[src/rtl/shg_pkg.sv]
package shg_pkg;

  typedef enum logic [1:0] {
    ST_RUN   = 2'd0,
    ST_ENTER = 2'd1,
    ST_HELD  = 2'd2,
    ST_EXIT  = 2'd3
  } hold_st_e;

  function automatic logic st_is_held(hold_st_e s);
    return (s == ST_HELD) || (s == ST_EXIT);
  endfunction

  // Next pause state; sck_lvl is the synchronised serial clock level.
  function automatic hold_st_e st_next(hold_st_e cur, logic sel, logic bypass,
                                       logic hold_req, logic sck_lvl, logic sck_fall);
    hold_st_e n;
    n = cur;
    if (!sel || bypass) begin
      n = ST_RUN;
    end else begin
      case (cur)
        ST_RUN:   if (hold_req) n = sck_lvl ? ST_ENTER : ST_HELD;
        ST_ENTER: if (!hold_req) n = ST_RUN;
                  else if (sck_fall || !sck_lvl) n = ST_HELD;
        ST_HELD:  if (!hold_req) n = sck_lvl ? ST_EXIT : ST_RUN;
        ST_EXIT:  if (hold_req) n = ST_HELD;
                  else if (sck_fall || !sck_lvl) n = ST_RUN;
        default:  n = ST_RUN;
      endcase
    end
    return n;
  endfunction

endpackage

[src/rtl/shg_sync.sv]
module shg_sync #(
  parameter int W = 3,
  parameter int STAGES = 2,
  parameter logic [W-1:0] RST_VAL = '0
) (
  input  logic         clk,
  input  logic         rst_n,
  input  logic [W-1:0] d_i,
  output logic [W-1:0] q_o
);
  generate
    if (STAGES == 0) begin : g_bypass
      assign q_o = d_i;
    end else begin : g_chain
      logic [STAGES-1:0][W-1:0] stg;
      always_ff @(posedge clk or negedge rst_n) begin
        if (!rst_n) begin
          for (int i = 0; i < STAGES; i++) stg[i] <= RST_VAL;
        end else begin
          stg[0] <= d_i;
          for (int i = 1; i < STAGES; i++) stg[i] <= stg[i-1];
        end
      end
      assign q_o = stg[STAGES-1];
    end
  endgenerate
endmodule

[src/rtl/shg_edge.sv]
module shg_edge (
  input  logic clk,
  input  logic rst_n,
  input  logic lvl_i,
  output logic rise_o,
  output logic fall_o
);
  logic lvl_d;
  always_ff @(posedge clk or negedge rst_n) begin
    if (!rst_n) lvl_d <= 1'b0;
    else        lvl_d <= lvl_i;
  end
  assign rise_o = lvl_i & ~lvl_d;
  assign fall_o = ~lvl_i & lvl_d;
endmodule

[src/rtl/shg_hold_fsm.sv]
module shg_hold_fsm
  import shg_pkg::*;
(
  input  logic clk,
  input  logic rst_n,
  input  logic sel_i,
  input  logic bypass_i,
  input  logic hold_req_i,
  input  logic sck_lvl_i,
  input  logic sck_fall_i,
  output logic held_o,
  output logic enter_pend_o,
  output logic exit_pend_o
);
  hold_st_e st_q, st_d;

  assign st_d = st_next(st_q, sel_i, bypass_i, hold_req_i, sck_lvl_i, sck_fall_i);

  always_ff @(posedge clk or negedge rst_n) begin
    if (!rst_n) st_q <= ST_RUN;
    else        st_q <= st_d;
  end

  assign held_o       = st_is_held(st_q);
  assign enter_pend_o = (st_q == ST_ENTER);
  assign exit_pend_o  = (st_q == ST_EXIT);

  // a pause only starts while the serial clock is low
  a_r2_enter_on_low: assert property (@(posedge clk) disable iff (!rst_n)
    $rose(held_o) |-> !$past(sck_lvl_i));

  // a pause ends on a low serial clock unless deselected or bypassed
  a_r5_exit_on_low: assert property (@(posedge clk) disable iff (!rst_n)
    ($fell(held_o) && $past(sel_i) && !$past(bypass_i)) |-> !$past(sck_lvl_i));

  // deselection clears the pause
  a_r8_desel_clears: assert property (@(posedge clk) disable iff (!rst_n)
    !sel_i |=> !held_o);

  // bypass clears the pause
  a_r9_bypass_clears: assert property (@(posedge clk) disable iff (!rst_n)
    bypass_i |=> !held_o);
endmodule

[src/rtl/spi_hold_gate.sv]
module spi_hold_gate #(
  parameter int SYNC_STAGES = 2,
  parameter int DATA_W = 1
) (
  input  logic              clk,
  input  logic              rst_n,
  input  logic              sck_i,
  input  logic              cs_n_i,
  input  logic              hold_n_i,
  input  logic [DATA_W-1:0] eng_do_i,
  input  logic              eng_oe_i,
  input  logic              eng_quad_i,
  output logic              sck_rise_en_o,
  output logic              sck_fall_en_o,
  output logic [DATA_W-1:0] pad_do_o,
  output logic              pad_oe_o,
  output logic              hold_active_o
);
  localparam int PIN_W = 3;
  localparam logic [PIN_W-1:0] PIN_RST = 3'b011; // {sck, cs_n, hold_n}

  logic [PIN_W-1:0] pins_s;
  logic s_sck, s_cs_n, s_hold_n;
  logic sck_rise, sck_fall;
  logic sel, held, enter_pend, exit_pend, held_eff;

  shg_sync #(.W(PIN_W), .STAGES(SYNC_STAGES), .RST_VAL(PIN_RST)) u_sync (
    .clk(clk), .rst_n(rst_n),
    .d_i({sck_i, cs_n_i, hold_n_i}),
    .q_o(pins_s)
  );
  assign {s_sck, s_cs_n, s_hold_n} = pins_s;
  assign sel = ~s_cs_n;

  shg_edge u_edge (
    .clk(clk), .rst_n(rst_n), .lvl_i(s_sck),
    .rise_o(sck_rise), .fall_o(sck_fall)
  );

  shg_hold_fsm u_fsm (
    .clk(clk), .rst_n(rst_n),
    .sel_i(sel), .bypass_i(eng_quad_i), .hold_req_i(~s_hold_n),
    .sck_lvl_i(s_sck), .sck_fall_i(sck_fall),
    .held_o(held), .enter_pend_o(enter_pend), .exit_pend_o(exit_pend)
  );

  assign held_eff      = held & ~eng_quad_i;
  assign sck_rise_en_o = sck_rise & sel & ~held_eff;
  assign sck_fall_en_o = sck_fall & sel & ~held_eff;
  assign pad_oe_o      = eng_oe_i & sel & ~held_eff;
  assign pad_do_o      = eng_do_i;
  assign hold_active_o = held_eff;

  // nothing reaches the engine or the pad while paused
  a_r6_quiet_when_held: assert property (@(posedge clk) disable iff (!rst_n)
    hold_active_o |-> !(sck_rise_en_o || sck_fall_en_o || pad_oe_o));

  // the falling edge that starts a pending pause still reaches the engine
  a_r3_pend_fall_passes: assert property (@(posedge clk) disable iff (!rst_n)
    (enter_pend && sck_fall && sel && !eng_quad_i) |-> sck_fall_en_o);

  // the falling edge that ends a pending exit is withheld
  a_r5_exit_fall_blocked: assert property (@(posedge clk) disable iff (!rst_n)
    (exit_pend && !eng_quad_i) |-> !sck_fall_en_o);

  // no enables while deselected
  a_r8_no_edge_desel: assert property (@(posedge clk) disable iff (!rst_n)
    s_cs_n |-> !(sck_rise_en_o || sck_fall_en_o || pad_oe_o));
endmodule

[config.mk]
export PLATFORM = sky130hd
export DESIGN_NAME = spi_hold_gate
export DESIGN_NICKNAME = d
export VERILOG_FILES = /design/src/rtl/shg_pkg.sv /design/src/rtl/shg_sync.sv /design/src/rtl/shg_edge.sv /design/src/rtl/shg_hold_fsm.sv /design/src/rtl/spi_hold_gate.sv
export SDC_FILE = /design/constraint.sdc
export NUM_CORES = 1
export LEC_CHECK = 0
export ABC_AREA = 1
export BUFFER_PORTS_ARGS = -buffer_cell sky130_fd_sc_hd__buf_4
export CAP_MARGIN = 20
export CORE_AREA = 2 2 39 41
export CTS_CLUSTER_SIZE = 25
export DETAILED_ROUTE_END_ITERATION = 16
export DIE_AREA = 0 0 41 43
export PLACE_DENSITY = 0.47
export SLEW_MARGIN = 20
export SYNTH_ARGS = -nofsm -noshare
export SYNTH_HDL_FRONTEND = slang
export SYNTH_SLANG_ARGS = --single-unit
[constraint.sdc]
create_clock -name clk -period 1.3 [get_ports clk]
set_clock_uncertainty 0.15 [all_clocks]
set_input_delay 0.325 -clock clk [delete_from_list [all_inputs] [get_ports clk]]
set_output_delay 0.325 -clock clk [all_outputs]
set_load 0.02 [all_outputs]
==> flow_metrics.env, run 1 <==
export IMPL_cts_tree="yes"
export IMPL_drt_iter0_drc=1
export IMPL_syn_nets=47
export IMPL_antenna_cells=0
export IMPL_synth_cells=39
export IMPL_finalSetupViolCount=4
export IMPL_area_growth_pct=59.46
export IMPL_synth_seq_cells=9
export IMPL_dp_slack_ps=-65.72
export IMPL_drive_gt1_frac=0.6207
export IMPL_track_usage=0.1092
export IMPL_ant_nets=0
export IMPL_min_path_cells=1
export IMPL_worstPathMaxFanout=2
export IMPL_cp_endpoint="sck_rise_en_o"
export IMPL_die_h_um=43
export IMPL_crit_type="reg2out"
export IMPL_antenna_found_initial=0
export IMPL_post_drt_wl_per_cell_um=9.203
export IMPL_n_fill_cell=139
export IMPL_r2r_start="u_sync.q_o[1]"
export IMPL_failed_checks="negative setup slack"
export IMPL_crit_required_ps=820
export IMPL_clk_pin_slew_worst_paths_ps=60
export IMPL_min_path_type="in2reg"
export IMPL_maxSlewHeadroom=0.8588
export IMPL_avgSynthCellArea_um2=9.496
export IMPL_core_area_mm2=0.001384
export IMPL_arrival_ps=1130
export IMPL_slowest_stage="dfrtp_1"
export IMPL_port_buffers=10
export IMPL_yosysSeqAreaShare=0.6216
export IMPL_yosysWarnings=0
export IMPL_die_w_um=41
export IMPL_grt_ovfl_total=0
export IMPL_clockBufferDepth=2
export IMPL_drc_errors=0
export IMPL_irDropWorstVdd_v=0.0005954
export IMPL_status="finished with violations"
export IMPL_ff2ff_path_depth=6
export IMPL_cts_root_buf="clkbuf_4"
export IMPL_start_util=0.2676
export IMPL_final_hold_viol_count=0
export IMPL_maxCapViolations=0
export IMPL_dp_hpwl_um=478.7
export IMPL_numCtsBuffers=3
export IMPL_netlist_area_um2=370.4
export IMPL_row_count=14
export IMPL_via_per_inst=4.216
export IMPL_first_global_vias=311
export IMPL_num_vias=312
export IMPL_regToRegSetupSlack_ps=100
export IMPL_powerDensity_mw_per_mm2=1034
export IMPL_die_area_mm2=0.001763
export IMPL_critical_path_endpoint_type="output port"
export IMPL_first_pass_iters=2
export IMPL_slew_viol_final=0
export IMPL_fin_nets=67
export IMPL_wirelength_um=681
export IMPL_rsz0062_at_grt="yes"
export IMPL_period_share=1.236
export IMPL_cp_start_kind="flop"
export IMPL_clock_sinks=9
export IMPL_ioPinCount=13
export IMPL_critPathMaxStageDelay_ps=410
export IMPL_grt_pass1_wl_mm=1.248
export IMPL_insertion_delay_ps=250
export IMPL_gp_congestion=0.6031
export IMPL_synth_cell_types=14
export IMPL_crit_chain="nor4_4 > buf_4"
export IMPL_r2r_end="u_fsm.st_q[1]"
export IMPL_final_util=0.4268
export IMPL_grt_start_max_net_pins=10
export IMPL_fmax_ghz=0.6223
export IMPL_min_period_ps=1607
export IMPL_worst_slack_ps=-306.9
export IMPL_cts_htree_levels=1
export IMPL_p_leak_nw=0.2780
export IMPL_setup_worst_path_start="u_edge.lvl_d"
export IMPL_worst_pin_slew_ps=210.3
==> synthesized netlist by cell type <==
library cell	instances	area [um^2]
nand2_1	9	33.78
nor2_1	6	22.52
dfrtp_1	5	125.1
dfstp_2	4	105.1
inv_1	4	15.01
nand3_1	3	15.01
and3_2	1	7.510
buf_4	1	7.510
inv_2	1	3.750
nand2_2	1	6.260
nand4_1	1	6.260
nor2_4	1	11.26
nor4_1	1	6.260
o21ai_0	1	5.000
==> flip-flops by register name (all words and copies together), names as in the netlist <==
| signal | cells |
|---|---|
| u_sync.q_o | 3 |
| u_edge.lvl_d | 1 |
| u_fsm.st_q | 2 |
| u_sync.g_chain.stg | 3 |
==> power breakdown <==
group	total, W	internal [W]	leakage [nW]	switching, W
sequential	0.000309	0.000300	0.104	0.00000913
clock	0.000200	0.000117	0.0150	0.0000824
combinational	0.000102	0.0000509	0.159	0.0000513
total	0.000611	0.000468	0.278	0.000143
==> logic make-up (layout without fill, tap and decap cells) <==
| family | Yosys count | count (layout) | share of synthesized area |
|---|---|---|---|
| buffers and inverters | 6 | 25 | 0.07093 |
| flip-flops | 9 | 9 | 0.6216 |
| AND/OR/NAND/NOR | 23 | 23 | 0.2939 |
| AO/OA/AOI/OAI | 1 | 1 | 0.01350 |
==> timing repair <==
action / 4_1_cts / 5_1_grt
endpoints found under the setup margin: 4 / 5
buffers inserted: 1 / 0
cloned: 0 / 0
resized for setup: 4 / 7
hold buffers: 1 / 0
endpoints found under the hold margin: 9 / 0
==> routing by layer <==
metal	up-vias	wire, um	share of wire	global-route usage
met5	-	0	0	0
met4	0	0	0	0.06000
met3	0	43	0.063	0.03141
met2	10	385	0.57	0.1813
met1	141	252	0.37	0.1153
li1	161	-	-	-
==> through the flow <==
step,instances,TNS (ps),power [W],hold slack [ps],cell area [um^2]
2_1_floorplan,39,0,0.0003588,-120.6,397.9
3_3_place_gp,68,-74.14,0.0004001,0.9512,515.5
3_5_place_dp,68,-98.15,0.0004002,0.2507,515.5
4_1_cts,74,-1024,0.0006174,18.23,571.8
5_1_grt,74,-1310,0.0006580,7.397,590.6
6_report,74,-1039,0.0006106,31.63,590.6
==> worst max-delay path, delay by kind of cell (launching register included) <==
family / cells / cell delay [ps]
DFF: 1 / 410
buffers and inverters: 1 / 180
and+or+nand+nor: 1 / 290
==> cell usage in the layout, fill, tap and decap left out, drive strengths merged <==
cell,instances
clkbuf,4
nand2,10
dfstp,4
and3,1
nand4,1
o21ai,1
nand3,3
dfrtp,5
nor2,7
buf,15
inv,5
nor4,1
dlygate4sd3,1
==> worst min-delay path by stage <==
stage	slack, ps	end	from
after floorplan	-120	u_edge.lvl_d	rst_n
after global placement	1	u_sync.g_chain.stg[2]	rst_n
after detailed placement	0.3	u_sync.g_chain.stg[2]	rst_n
after CTS	20	u_sync.g_chain.stg[2]	sck_i
after global routing	7	u_sync.g_chain.stg[2]	sck_i
final	30	u_sync.g_chain.stg[1]	cs_n_i
==> layout make-up <==
| type | count | area (um^2) | share of cell area |
|---|---|---|---|
| repair buffers | 16 | 137.6 | 0.2331 |
| clock buffers | 4 | 26.28 | 0.04449 |
| inverters | 5 | 18.77 | 0.03178 |
| flip-flops and latches | 9 | 230.2 | 0.3898 |
| multi-input cells | 24 | 157.7 | 0.2669 |
| well taps | 16 | 20.02 | 0.03390 |
(Power assumes the default switching activity.)
==> run 2: changes to the inputs <==
- CTS_CLUSTER_DIAMETER: unset -> 200
- GPL_ROUTABILITY_DRIVEN: unset -> 1
- PLACE_DENSITY: 0.47 -> 0.54
- SYNTH_HIERARCHICAL: unset -> 1
==> flow_metrics.env, run 2 <==
export IMPL_p_comb_frac=0.195
export IMPL_cts_htree_levels=1
export IMPL_synth_cells=55
export IMPL_ioPinCount=13
export IMPL_gp_congestion=0.7168
export IMPL_whs_ps=31.43
export IMPL_worst_slack_ps=-263.0
export IMPL_netlist_area_um2=454.2
export IMPL_core_area_mm2=0.001384
export IMPL_first_pass_iters=4
export IMPL_p_leak_nw=0.3199
export IMPL_ff2ff_path_depth=9
export IMPL_critical_path_depth=4
export IMPL_yosysWarnings=6
export IMPL_track_usage=0.09878
export IMPL_die_h_um=43
export IMPL_final_common_cell="nand2_1"
export IMPL_num_vias=353
export IMPL_numCtsBuffers=3
export IMPL_grt_pass1_wl_mm=1.159
export IMPL_rsz0062_at_grt="yes"
export IMPL_grt_start_max_net_pins=10
export IMPL_path_delay_family="flip-flops"
export IMPL_die_area_mm2=0.001763
export IMPL_switching_power_w=0.0001551
export IMPL_cp_num_buf_inv=2
export IMPL_slowest_stage="dfstp_2"
export IMPL_clock_sinks=9
export IMPL_dp_slack_ps=-32.89
export IMPL_clockPowerShare=0.317
export IMPL_irDropWorstVdd_v=0.0004966
export IMPL_status="finished with violations"
export IMPL_post_drt_wl_per_cell_um=7.605
export IMPL_slew_viol_final=0
export IMPL_period_share=1.202
export IMPL_crit_type="reg2out"
export IMPL_insertion_delay_ps=250
export IMPL_drt_iter0_drc=4
export IMPL_cts_tree="yes"
export IMPL_final_cell_mix="nand2_1, buf_4, inv_1, buf_6"
export IMPL_finalSetupViolCount=6
export IMPL_cp_start_kind="flop"
export IMPL_critical_path_endpoint_type="output port"
export IMPL_avgSynthCellArea_um2=8.258
export IMPL_via_per_inst=4.105
export IMPL_area_growth_pct=43.25
export IMPL_row_count=14
export IMPL_r2r_start="u_sync/q_o[1]"
export IMPL_crit_required_ps=820
export IMPL_seq_power_share=0.488
export IMPL_port_buffers=10
export IMPL_final_hold_viol_count=0
export IMPL_die_w_um=41
export IMPL_min_path_type="in2reg"
export IMPL_worstPathMaxFanout=4
export IMPL_first_global_vias=328
export IMPL_p_int_w=0.0004765
export IMPL_final_util=0.4702
export IMPL_dp_hpwl_um=529.8
export IMPL_min_path_cells=1
export IMPL_swShare=0.2456
export IMPL_min_period_ps=1563
export IMPL_ant_nets=0
export IMPL_critPathMaxStageDelay_ps=540
export IMPL_grt_ovfl_total=0
export IMPL_arrival_ps=1090
export IMPL_hp_start="sck_i"
export IMPL_drc_errors=0
export IMPL_maxCapViolations=0
export IMPL_powerDensity_mw_per_mm2=970.8
export IMPL_maxSlewHeadroom=0.8783
export IMPL_cts_root_buf="clkbuf_4"
export IMPL_drive_gt1_frac=0.5429
export IMPL_antenna_found_initial=0
export IMPL_failed_checks="negative setup slack"
export IMPL_wirelength_um=654
export IMPL_clockBufferDepth=2
export IMPL_setup_worst_path_start="u_sync/q_o[1]"
export IMPL_worst_pin_slew_ps=182.1
export IMPL_fmax_ghz=0.6398
export IMPL_fin_nets=79
export IMPL_crit_chain="clkinv_4 > nand2_2 > nor2_2 > buf_6"
export IMPL_setup_tns_final_ps=-1029
export IMPL_antenna_cells=0
export IMPL_syn_nets=63
export IMPL_clk_pin_slew_worst_paths_ps=60
export IMPL_start_util=0.3282
## run 2: layout make-up
class,instances,area [um^2]
clock buffer,4,26.28
fill,143,733.2
inverter,9,41.29
multi-input combinational,32,187.7
sequential,9,230.2
tap,16,20.02
timing repair buffer,16,145.1
## run 2: power groups by stage
stage	Sequential (W)	Combinational (W)	Clock [W]
finish	0.000308	0.000123	0.000200
global route	0.000310	0.000137	0.000229
CTS	0.000309	0.000120	0.000212
detailed placement	0.000312	0.000105	0
global placement	0.000313	0.000104	0
floorplan	0.000311	0.0000702	0
## run 2: worst register-to-register path: stages, from the launching register on
cell      delay, ps
dfstp_2         540
clkinv_4         70
buf_6           120
buf_6           100
inv_4            50
nor2_4           40
nand2_1          50
nor2_1           40
nand2_1          50
nand2_1          50
## run 2: through the flow
step / total power, W / instances / instance area [um^2]
after floorplan: 0.0003815 / 55 / 466.7
after global placement: 0.0004170 / 80 / 558.0
after detailed placement: 0.0004169 / 80 / 558.0
after CTS: 0.0006409 / 85 / 635.6
after global routing: 0.0006764 / 86 / 650.6
final: 0.0006316 / 86 / 650.6
## run 2: path summary, 6_finish.rpt
path / end / slack [ps]
worst max-delay path: pad_oe_o / -260
worst min-delay path: u_sync/g_chain.stg[2] / 30
worst max register to register: u_fsm/st_q[1] / -70
worst min register to register: u_sync/q_o[2] / 200
max in group asynchronous: u_sync/g_chain.stg[0] / 500
min in group asynchronous: u_sync/q_o[2] / 280
## run 2: metal layers
| metal | up-vias | wire length (um) | GRT usage |
|---|---|---|---|
| met4 | 0 | 0 | 0.08000 |
| met5 | - | 0 | 0 |
| met1 | 149 | 277 | 0.1077 |
| met2 | 13 | 326 | 0.1563 |
| li1 | 191 | - | - |
| met3 | 0 | 50 | 0.01571 |
## run 2: timing repair
item                                   CTS  global route
pin swaps                                6             8
gates resized for setup                 13             2
endpoints found under the hold margin    9             0
setup endpoints to repair                5             6
buffers inserted                         0             2
hold buffers                             1             0
==> run 3: changes to the inputs <==
- PLACE_DENSITY: 0.54 -> 0.47
- SYNTH_HIERARCHICAL: 1 -> unset
- TNS_END_PERCENT: unset -> 20
==> flow_metrics.env, run 3 (synthesis gave the netlist of run 1 again) <==
export IMPL_port_buffers=10
export IMPL_arrival_ps=1110
export IMPL_ioPinCount=13
export IMPL_slew_viol_final=0
export IMPL_status="finished with violations"
export IMPL_post_drt_wl_per_cell_um=8.562
export IMPL_failed_checks="negative setup slack"
export IMPL_track_usage=0.09796
export IMPL_ant_nets=0
export IMPL_design_area_um2=558.0
export IMPL_crit_required_ps=820
export IMPL_placed_area_um2=513.0
export IMPL_critical_path_endpoint_type="output port"
export IMPL_drive_gt1_frac=0.5263
export IMPL_clk_pin_slew_worst_paths_ps=60
export IMPL_first_pass_iters=2
export IMPL_clockBufferDepth=2
export IMPL_period_share=1.218
export IMPL_rsz0062_at_grt="yes"
export IMPL_first_global_vias=322
export IMPL_grt_start_max_net_pins=10
export IMPL_met3_usage=0.01571
export IMPL_path_delay_family="flip-flops"
export IMPL_grt_ovfl_total=0
export IMPL_dp_hpwl_um=501.1
export IMPL_min_path_type="in2reg"
export IMPL_insertion_delay_ps=250
export IMPL_p_leak_nw=0.2693
export IMPL_finalSetupViolCount=4
export IMPL_worstPathMaxFanout=3
export IMPL_powerDensity_mw_per_mm2=1080
export IMPL_min_period_ps=1583
export IMPL_final_cell_mix="buf_4, nand2_1, dfrtp_1"
export IMPL_clock_sinks=9
export IMPL_via_per_inst=4.247
export IMPL_start_util=0.2676
export IMPL_maxCapViolations=0
export IMPL_gp_congestion=0.6243
export IMPL_num_vias=310
export IMPL_final_common_cell="buf_4"
export IMPL_final_hold_viol_count=0
export IMPL_maxSlewHeadroom=0.8795
export IMPL_die_area_mm2=0.001763
export IMPL_drt_iter0_drc=2
export IMPL_cts_root_buf="clkbuf_4"
export IMPL_area_growth_pct=50.68
export IMPL_irDropWorstVdd_v=0.0005506
export IMPL_gr_usage_met1=0.1017
export IMPL_busiest_layer="met2"
export IMPL_critPathMaxStageDelay_ps=570
export IMPL_row_count=14
export IMPL_cts_htree_levels=1
export IMPL_slowest_stage="dfstp_2"
export IMPL_cts_tree="yes"
export IMPL_worst_pin_slew_ps=179.4
export IMPL_wirelength_um=625
export IMPL_die_h_um=43
export IMPL_core_area_mm2=0.001384
export IMPL_cp_num_buf_inv=2
export IMPL_fmax_ghz=0.6315
export IMPL_antenna_cells=0
export IMPL_die_w_um=41
export IMPL_crit_chain="inv_2 > nand2_1 > nor2_1 > buf_4"
export IMPL_drc_errors=0
export IMPL_fin_nets=66
export IMPL_gr_usage_met2=0.1594
export IMPL_worst_slack_ps=-283.5
export IMPL_numCtsBuffers=3
export IMPL_antenna_found_initial=0
export IMPL_crit_type="reg2out"
export IMPL_setup_tns_final_ps=-990.6
export IMPL_grt_pass1_wl_mm=1.159
export IMPL_post_cts_setup_buffers=0
export IMPL_cp_start_kind="flop"
## run 3: changes by cell type in the layout (fill, tap and decap cells not counted), sizes merged
cell	before	now
and3	0	1
buf	15	14
clkinv	1	0
inv	8	5
nand2	16	10
nand3	2	3
nand3b	1	0
nand4	2	1
nor2	10	7
nor3	1	0
nor4	0	1
o21ai	0	1
## run 3: through the flow
stage / util / power [W] / cells / hold WS, ps / setup WS [ps]
floorplan: - / 0.0003579 / 39 / -120.6 / -18.59
global placement: 0.3707 / 0.0003993 / 68 / 1.787 / -40.67
detailed placement: 0.3707 / 0.0003997 / 68 / 1.846 / -56.13
CTS: 0.4033 / 0.0006208 / 73 / 11.84 / -304.6
global route: 0.4033 / 0.0006477 / 73 / 12.62 / -351.1
finish: 0.4033 / 0.0006024 / 73 / 26.32 / -283.5
## run 3: worst paths after layout
check	slack [ps]	end	cells after the start	start
max	-280	pad_oe_o	4	u_sync.q_o[1]
min	30	u_sync.g_chain.stg[0]	1	hold_n_i
max in group asynchronous	510	u_sync.g_chain.stg[1]	2	rst_n
max reg2reg	70	u_fsm.st_q[1]	6	u_sync.q_o[1]
min reg2reg	200	u_sync.q_o[2]	0	u_sync.g_chain.stg[2]
min in group asynchronous	270	u_fsm.st_q[0]	2	rst_n
## run 3: what timing repair did
action,in CTS,in global routing
gates resized for setup,3,0
endpoints found under the hold margin,9,0
hold buffers,1,0
setup endpoints to repair,4,5
## run 3: cell type report
type / count / area, um^2
clock buffers: 4 / 26.28
multi-input cells: 24 / 143.9
inverters: 5 / 18.77
flip-flops and latches: 9 / 230.2
repair buffers: 15 / 118.9
well taps: 16 / 20.02
fillers: 151 / 825.8
## run 3: routing by layer
layer / wire [um] / part of all wire
met1: 256 / 0.41
met3: 46 / 0.074
met4: 0 / 0
met2: 322 / 0.52
met5: 0 / 0
## run 3: where the power goes
group,internal [W],switching (W),total [W]
clock network,0.000118,0.0000866,0.000204
registers,0.000299,0.00000860,0.000308
logic,0.0000442,0.0000460,0.0000902
total,0.000461,0.000141,0.000602
